$ cat config.mk
export PLATFORM = sky130hd
export DESIGN_NAME = dual_capture_channel
export DESIGN_NICKNAME = d
export VERILOG_FILES = /design/src/rtl/cap_pkg.sv /design/src/rtl/cap_edge_det.sv /design/src/rtl/cap_rdlock.sv /design/src/rtl/cap_core.sv /design/src/rtl/dual_capture_channel.sv
export SDC_FILE = /design/constraint.sdc
export NUM_CORES = 1
export LEC_CHECK = 0
export BUFFER_PORTS_ARGS = -buffer_cell sky130_fd_sc_hd__buf_2
export CAP_MARGIN = 20
export CORE_ASPECT_RATIO = 1.4
export CORE_MARGIN = 2
export CORE_UTILIZATION = 58
export DETAILED_ROUTE_END_ITERATION = 7
export PLACE_DENSITY = 0.89
export SETUP_SLACK_MARGIN = 0.05
export SLEW_MARGIN = 20
export SYNTH_ARGS = -nofsm -noshare
export SYNTH_HDL_FRONTEND = slang
export SYNTH_HIERARCHICAL = 1
export SYNTH_SLANG_ARGS = --single-unit
$ cat constraint.sdc
create_clock -name clk -period 3.5 [get_ports clk]
set_input_delay 0.7 -clock clk [delete_from_list [all_inputs] [get_ports clk]]
set_output_delay 0.7 -clock clk [all_outputs]
set_load 0.02 [all_outputs]
$ cat src/rtl/cap_pkg.sv
package cap_pkg;

    localparam int MODE_W = 7;

    localparam logic [MODE_W-1:0] MODE_PULSE  = 7'b0000100;
    localparam logic [MODE_W-1:0] MODE_PERIOD = 7'b0000101;

    typedef enum logic [1:0] {
        OP_IDLE,
        OP_PULSE,
        OP_PERIOD
    } op_e;

    function automatic op_e decode_mode(input logic [MODE_W-1:0] code);
        op_e op;
        case (code)
            MODE_PULSE:  op = OP_PULSE;
            MODE_PERIOD: op = OP_PERIOD;
            default:     op = OP_IDLE;
        endcase
        return op;
    endfunction

endpackage

$ cat src/rtl/cap_edge_det.sv
module cap_edge_det (
    input  logic clk,
    input  logic rst_n,
    input  logic sig_in,
    output logic rise,
    output logic fall
);

    typedef struct packed {
        logic cur;
        logic prev;
    } smp_t;

    smp_t smp_d, smp_q;

    always_comb begin
        smp_d      = smp_q;
        smp_d.cur  = sig_in;
        smp_d.prev = smp_q.cur;
    end

    always_ff @(posedge clk or negedge rst_n) begin
        if (!rst_n) begin
            smp_q <= '0;
        end else begin
            smp_q <= smp_d;
        end
    end

    assign rise = smp_q.cur & ~smp_q.prev;
    assign fall = ~smp_q.cur & smp_q.prev;

endmodule

$ cat src/rtl/cap_rdlock.sv
module cap_rdlock (
    input  logic clk,
    input  logic rst_n,
    input  logic rd_a,
    input  logic rd_b,
    input  logic clr,
    output logic blk,
    output logic lock
);

    typedef struct packed {
        logic held;
    } lk_t;

    lk_t lk_d, lk_q;

    always_comb begin
        lk_d = lk_q;
        if (clr) begin
            lk_d.held = 1'b0;
        end else begin
            lk_d.held = (lk_q.held | rd_a) & ~rd_b;
        end
    end

    always_ff @(posedge clk or negedge rst_n) begin
        if (!rst_n) begin
            lk_q <= '0;
        end else begin
            lk_q <= lk_d;
        end
    end

    // An A read blocks the transfer in its own cycle, so an edge landing
    // together with the read cannot split the pair.
    assign blk  = lk_q.held | rd_a;
    assign lock = lk_q.held;

endmodule

$ cat src/rtl/cap_core.sv
module cap_core
    import cap_pkg::*;
#(
    parameter int W = 24
) (
    input  logic              clk,
    input  logic              rst_n,
    input  logic [W-1:0]      tbase,
    input  logic [MODE_W-1:0] mode_sel,
    input  logic              pol,
    input  logic              rise,
    input  logic              fall,
    input  logic              flag_clr,
    input  logic              blk,
    output logic [W-1:0]      cap_a,
    output logic [W-1:0]      cap_b,
    output logic              flag,
    output logic              mode_chg
);

    typedef struct packed {
        logic [W-1:0]      a;
        logic [W-1:0]      b;
        logic [W-1:0]      stg;
        logic              flag;
        logic              armed;
        logic [MODE_W-1:0] mode;
    } core_t;

    core_t c_d, c_q;
    op_e   op;
    logic  lead, trail, set_flag, chg;

    always_comb begin
        c_d      = c_q;
        op       = decode_mode(mode_sel);
        chg      = (mode_sel != c_q.mode);
        lead     = pol ? rise : fall;
        trail    = pol ? fall : rise;
        set_flag = 1'b0;
        c_d.mode = mode_sel;

        if (chg) begin
            c_d.armed = 1'b0;
        end else begin
            case (op)
                OP_PULSE: begin
                    if (lead) begin
                        c_d.stg   = tbase;
                        c_d.armed = 1'b1;
                    end else if (trail && c_q.armed) begin
                        c_d.a    = tbase;
                        set_flag = 1'b1;
                        if (!blk) begin
                            c_d.b = c_q.stg;
                        end
                    end
                end
                OP_PERIOD: begin
                    if (lead) begin
                        c_d.a     = tbase;
                        c_d.stg   = tbase;
                        c_d.armed = 1'b1;
                        set_flag  = c_q.armed;
                        if (!blk) begin
                            c_d.b = c_q.stg;
                        end
                    end
                end
                default: begin
                end
            endcase
        end

        if (set_flag) begin
            c_d.flag = 1'b1;
        end else if (flag_clr || chg) begin
            c_d.flag = 1'b0;
        end
    end

    always_ff @(posedge clk or negedge rst_n) begin
        if (!rst_n) begin
            c_q <= '0;
        end else begin
            c_q <= c_d;
        end
    end

    assign cap_a    = c_q.a;
    assign cap_b    = c_q.b;
    assign flag     = c_q.flag;
    assign mode_chg = chg;

endmodule

$ cat src/rtl/dual_capture_channel.sv
module dual_capture_channel #(
    parameter int W = 24
) (
    input  logic         clk,
    input  logic         rst_n,
    input  logic         sig_in,
    input  logic [W-1:0] tbase,
    input  logic [6:0]   mode_sel,
    input  logic         pol,
    input  logic         flag_clr,
    input  logic         rd_a,
    input  logic         rd_b,
    output logic [W-1:0] cap_a,
    output logic [W-1:0] cap_b,
    output logic         flag
);

    logic ed_rise, ed_fall;
    logic lock_blk, lock_on, mode_chg;

    cap_edge_det u_edge (
        .clk   (clk),
        .rst_n (rst_n),
        .sig_in(sig_in),
        .rise  (ed_rise),
        .fall  (ed_fall)
    );

    cap_rdlock u_lock (
        .clk  (clk),
        .rst_n(rst_n),
        .rd_a (rd_a),
        .rd_b (rd_b),
        .clr  (mode_chg),
        .blk  (lock_blk),
        .lock (lock_on)
    );

    cap_core #(.W(W)) u_core (
        .clk     (clk),
        .rst_n   (rst_n),
        .tbase   (tbase),
        .mode_sel(mode_sel),
        .pol     (pol),
        .rise    (ed_rise),
        .fall    (ed_fall),
        .flag_clr(flag_clr),
        .blk     (lock_blk),
        .cap_a   (cap_a),
        .cap_b   (cap_b),
        .flag    (flag),
        .mode_chg(mode_chg)
    );

endmodule

==> results.yml, run 1 <==
pwr:
  power_density_mw_per_mm2: 425
  p_leak_nw: 2.34
  irDropWorstVdd_mv: 0.247
global_route:
  gr-usage-met3: 0.0588
  use_met2: 0.309
  grt_max_degree: 85
  antenna_found_initial: 1
  grt_pass1_wl_um: 10200
  grt_pass1_vias: 2087
  gr-total-overflow: 0
  grt.total_usage: 0.188
  use_met1: 0.229
  grt-busiest-layer: "met2"
placed_design:
  place_inst: 370
  place_ws_ps: -22.2
  place_hpwl_um: 4320
  io_buffers: 86
  globalplace.congestion: 0.743
  placed_cell_area_sq_mm: 0.00393
min_path:
  min_path_type: "input pin to asynchronous set/reset pin"
sta:
  setup_ws_ps: 236
  max-slew-margin-rel: 0.513
  rsz0062_at_grt: "no"
  clock.fmax_mhz: 306
  post-route-period-util: 0.933
  setup_tns_ps: 0
  hold_viol_final: 0
  worst_pin_slew_ps: 730
  setup_viol: 0
  holdWs_ps: 384
  min_period_ps: 3260
  fin_worst_skew_ps: 7.64
  drv_slew: 0
clocking:
  cts_tree: "done"
  cts.sink_count: 84
  ctsHoldBuffers: 0
  path_clk_slew_ps: 80
  htreeDepth: 3
  cts_made_buffers: 9
  clk_path_buf_depth: 2
  cts_root_buf: "clkbuf_8"
  cts_setup_buffers: 0
  cts_resized: 0
  worst_skew_pair.late_latency_ps: 340
setup_path:
  arrival_ps: 3480
  end_kind: "flip-flop"
  worstSetupStartpointType: "input pin"
  worstSetupPathType: "input pin to flip-flop"
  cp.required_ps: 3720
  cp_max_fo: 24
synth:
  ys_seq_area_frac: 0.554
  netlist.area_leader.share: 0.554
  synth_compound_area_frac: 0.0178
  syn-num-nets: 305
  yosysWarnings: 6
  syn_inst: 264
  synth-seq-cells: 84
  synth_area_sq_mm: 0.00380
  yosys.area_share.adder: 0.00988
  synthSimpleGateAreaFrac: 0.0438
  synth_top_area_cell: "dfrtp_1"
  yosysUniqueCellTypes: 31
  syn_area_per_cell_sq_um: 14.4
  synth.mux.area_fraction: 0.239
  synth_top_family_by_area: "multiplexers"
  yosys.area_share.xor_xnor: 0.0161
  synthTopCellsByArea: "dfrtp_1, buf_4, mux2_2"
status:
  outcome: "finished, final reports clean"
detailed_routing:
  drt_iter0_markers: 99
  routedWlPerCell_um: 15.9
  via_count: 2011
  viasPerCell: 5.22
  wl_um: 6140
  drc: 0
  ant_nets: 0
  dr.pass1.iters: 7
floorplan:
  die_w_um: 72.4
  io_pins: 87
  rows: 34
  core_area_sq_mm: 0.00630
  initial_utilization: 0.603
  die_h_um: 99.7
  die-area_sq_mm: 0.00722
finish:
  fin_cells: 385
  drive_above_1_share: 0.519
  area_growth_pct: 8.90
  final_cell_mix: "buf_2, dfrtp_1, mux2_2, mux2_4, mux2_1"
  final_nets: 350
  design_area_sq_mm: 0.00414
  final_common_cell: "buf_2"
job:
  maxCapViolCount: 0
metal layers:
layer / wire length [um] / vias up
li1: - / 943
met1: 2490 / 1005
met2: 3240 / 52
met3: 300 / 11
met4: 105 / 0
met5: 0 / -
final cells by class:
| class | instances | area [sq um] |
|---|---|---|
| sequential | 84 | 2100 |
| clock buffer | 9 | 124 |
| fill | 479 | 2160 |
| antenna | 1 | 2.50 |
| inverter | 3 | 11.3 |
| clock inverter | 5 | 78.8 |
| timing repair buffer | 91 | 487 |
| multi-input combinational | 120 | 1240 |
| tap | 72 | 90.1 |
Yosys cell counts:
| master | count |
|---|---|
| nor2b_1 | 2 |
| nand2b_1 | 3 |
| mux2_2 | 32 |
| mux2_4 | 20 |
| buf_12 | 2 |
| buf_2 | 3 |
| dfrtp_1 | 84 |
| mux2_1 | 20 |
| nor2_1 | 5 |
| inv_1 | 3 |
| xor2_1 | 7 |
| nor3b_1 | 1 |
| clkbuf_1 | 1 |
| nand3b_1 | 3 |
| or2_1 | 1 |
| nand2_1 | 6 |
| a21oi_1 | 1 |
| buf_6 | 1 |
| ha_1 | 3 |
| mux2i_1 | 2 |
| and2b_2 | 1 |
| o21ai_0 | 2 |
| a2111oi_4 | 1 |
| a22o_1 | 2 |
| nand3_1 | 2 |
| a21o_1 | 1 |
| nor3_1 | 2 |
| nor4_2 | 1 |
| or4b_2 | 1 |
| buf_4 | 50 |
| or3_1 | 1 |
cell families after synthesis:
| kind of cell | count (synthesis) |
|---|---|
| flip-flops | 84 |
| buffers and inverters | 60 |
| AND/OR/NAND/NOR | 29 |
| multiplexers | 74 |
| AO/OA/AOI/OAI | 7 |
| adder cells (fa/ha/maj) | 3 |
| XOR/XNOR | 7 |
power by group:
group	internal [mW]	switching, mW
Clock	0.393	0.315
Sequential	0.976	0.00332
Combinational	0.0265	0.0420
critical path, stage by stage:
cell,delay (ps)
buf_2,120
or4b_2,670
nor3_1,200
nor2b_1,260
inv_1,100
ha_1,280
nand2_1,110
nand3_1,150
a2111oi_4,300
buf_12,240
mux2_2,350
path summary, 6_finish.rpt:
check / from / to / slack [ps] / depth (start not counted)
min in group clk: u_edge/smp_d[0] / u_edge/smp_q[0] / 400 / 0
worst min register to register: u_edge/smp_d[0] / u_edge/smp_q[0] / 400 / 0
worst max register to register: u_core/c_q[6] / u_core/c_q[14] / 1170 / 6
max in group asynchronous: rst_n / u_core/cap_a[15] / 2600 / 1
worst max-delay path: mode_sel[3] / u_core/cap_b[2] / 240 / 11
worst min-delay path: rst_n / u_core/cap_a[22] / 380 / 1
sequential cells by signal, indices dropped and copies added, names as in the netlist:
signal,count
u_core/c_q,32
u_core/cap_a,24
u_core/cap_b,24
u_core/flag,1
u_edge/smp_d,1
u_edge/smp_q,1
u_lock/lock,1
metrics by stage:
stage | utilization | power [mW]
floorplan | - | 1.02
global placement | 0.624 | 1.07
detailed placement | 0.624 | 1.07
CTS | 0.656 | 1.78
global route | 0.656 | 1.83
finish | 0.657 | 1.76
(Power assumes the default switching activity.)
==> run 2, diff against run 1 <==
SKIP_LAST_GASP = 1   (was not set)
SYNTH_HIERARCHICAL = not set   (was 1)
==> results.yml, run 2 <==
status:
  outcome: "finished, final reports clean"
placed_design:
  place_hpwl_um: 4260
  io_buffers: 86
  globalplace.congestion: 0.803
  place_ws_ps: 139
  place_inst: 364
synth:
  ys_seq_area_frac: 0.548
  synth-edff-count: 0
  synth_area_sq_mm: 0.00383
  yosysUniqueCellTypes: 30
  syn_area_per_cell_sq_um: 15.0
  synthTopCellsByArea: "dfrtp_1, mux2_4, buf_4"
  synthTopCellsByCount: "dfrtp_1, buf_4, mux2_4"
  ys_async_sr_fraction: 1.00
  synth-seq-cells: 84
  syn_inst: 256
  synth_top_area_cell: "dfrtp_1"
  synthFlopType: "dfrtp_1"
  netlist.area_leader.share: 0.548
  syn-num-nets: 296
  yosysMostFrequentCell: "dfrtp_1"
  yosysWarnings: 0
sta:
  clock.fmax_mhz: 336
  setup_viol: 0
  drv_slew: 0
  setup_ws_ps: 524
  max-slew-margin-rel: 0.519
  fin_worst_skew_ps: 10.6
  hold_viol_final: 0
  setup_tns_ps: 0
  min_period_ps: 2980
  holdWs_ps: 384
  worst_pin_slew_ps: 721
  rsz0062_at_grt: "no"
  post-route-period-util: 0.850
job:
  maxCapViolCount: 0
clocking:
  ctsHoldBuffers: 0
  cts.sink_count: 84
  worst_skew_pair.late_latency_ps: 350
  htreeDepth: 3
  clk_path_buf_depth: 2
  cts_setup_buffers: 0
  cts_made_buffers: 9
  path_clk_slew_ps: 80
  cts_resized: 0
  cts_root_buf: "clkbuf_8"
  cts_tree: "done"
setup_path:
  cp.required_ps: 3740
  arrival_ps: 3210
  end_kind: "flip-flop"
  path_cells: "buf_2 -> nor4_1 -> nand3b_1 -> nor2_1 -> inv_1 -> ha_1 -> nand2b_1 -> a211oi_1 -> a311oi_1 -> or3_1 -> buf_4 -> mux2_4"
  cp_num_buf_inv: 3
  slowest_delay_ps: 380
  critPathTopFamily: "simple AND/OR/NAND/NOR gates"
  crit_slowest_cell: "or3_1"
  worstSetupPathType: "input pin to flip-flop"
  cp_max_fo: 9
  worstSetupStartpointType: "input pin"
detailed_routing:
  wl_um: 6110
  drt_iter0_markers: 95
  drc: 0
  dr.pass1.iters: 4
  ant_nets: 0
  via_count: 1973
  viasPerCell: 5.21
  routedWlPerCell_um: 16.1
finish:
  n_antenna_cell: 0
  fin_cells: 379
  final_common_cell: "buf_2"
  largest_reg_flops: 32
  final_cell_mix: "buf_2, dfrtp_1, mux2_4, mux2_2, clkbuf_8"
  area_growth_pct: 9.01
  drive_above_1_share: 0.590
  final_nets: 341
  regMostFlops: "u_core.c_q"
pwr:
  switching_share: 0.204
  irDropWorstVdd_mv: 0.296
  totalPowerFinal_mw: 1.82
  seqPwrFrac: 0.542
  combPwrFrac: 0.040
  power.internal_mw: 1.44
  p_clk_frac: 0.418
  p_switching_mw: 0.371
  p_leak_nw: 2.40
  power_density_mw_per_mm2: 435
global_route:
  grt_pass1_vias: 2076
  gr-total-overflow: 0
  antenna_found_initial: 0
  grt.total_usage: 0.181
  grt_pass1_wl_um: 9890
  grt_max_degree: 85
floorplan:
  initial_utilization: 0.591
  die-area_sq_mm: 0.00728
  die_w_um: 72.7
  die_h_um: 100
  rows: 35
  io_pins: 87
  core_area_sq_mm: 0.00648
min_path:
  min_path_type: "input pin to asynchronous set/reset pin"
[run 2: logic make-up after synthesis]
kind of cell / synth area share
DFF: 0.548
muxes: 0.259
buffers and inverters: 0.125
and+or+nand+nor: 0.0343
AOI/OAI and AO/OA: 0.0108
xor gates and xnor gates: 0.0160
adders and majority gates: 0.00653
[run 2: per-layer routing]
layer	global-route usage	wire length [um]	up-vias
met1	0.224	2510	989
met4	0.0769	121	0
met5	0	0	-
met3	0.0552	378	10
li1	-	-	909
met2	0.292	3100	65
[run 2: cell type report]
type,count,area [sq um]
clock buffer,11,151
clock inverter,4,72.6
fill,483,2300
inverter,6,22.5
multi-input combinational,109,1250
sequential,84,2100
tap,74,92.6
timing repair buffer,91,487
[run 2: worst paths after layout]
path                                      start                to  slack, ps  depth (start not counted)
worst max-delay path                mode_sel[4]  u_core.cap_a[17]        520                         12
worst min-delay path                      rst_n   u_core.cap_a[6]        380                          1
worst max register to register    u_core.c_q[1]    u_core.c_q[16]       1260                          6
worst min register to register  u_edge.smp_d[0]   u_edge.smp_q[0]        430                          0
max in group asynchronous                 rst_n    u_core.c_q[31]       2620                          1
min in group clk                u_edge.smp_d[0]   u_edge.smp_q[0]        430                          0
[run 2: per-stage QoR]
step                utilization  instance area [sq um]
finish                    0.645                   4180
global route              0.645                   4180
CTS                       0.644                   4170
detailed placement        0.609                   3950
global placement          0.609                   3950
floorplan                     -                   3830
[run 2: power groups by stage]
stage	combinational, mW	sequential (mW)	clock (mW)
final	0.0733	0.983	0.759
after global routing	0.0835	0.984	0.816
after CTS	0.0754	0.983	0.784
after detailed placement	0.0754	1.00	0
after global placement	0.0725	1.00	0
after floorplan	0.0270	1.00	0
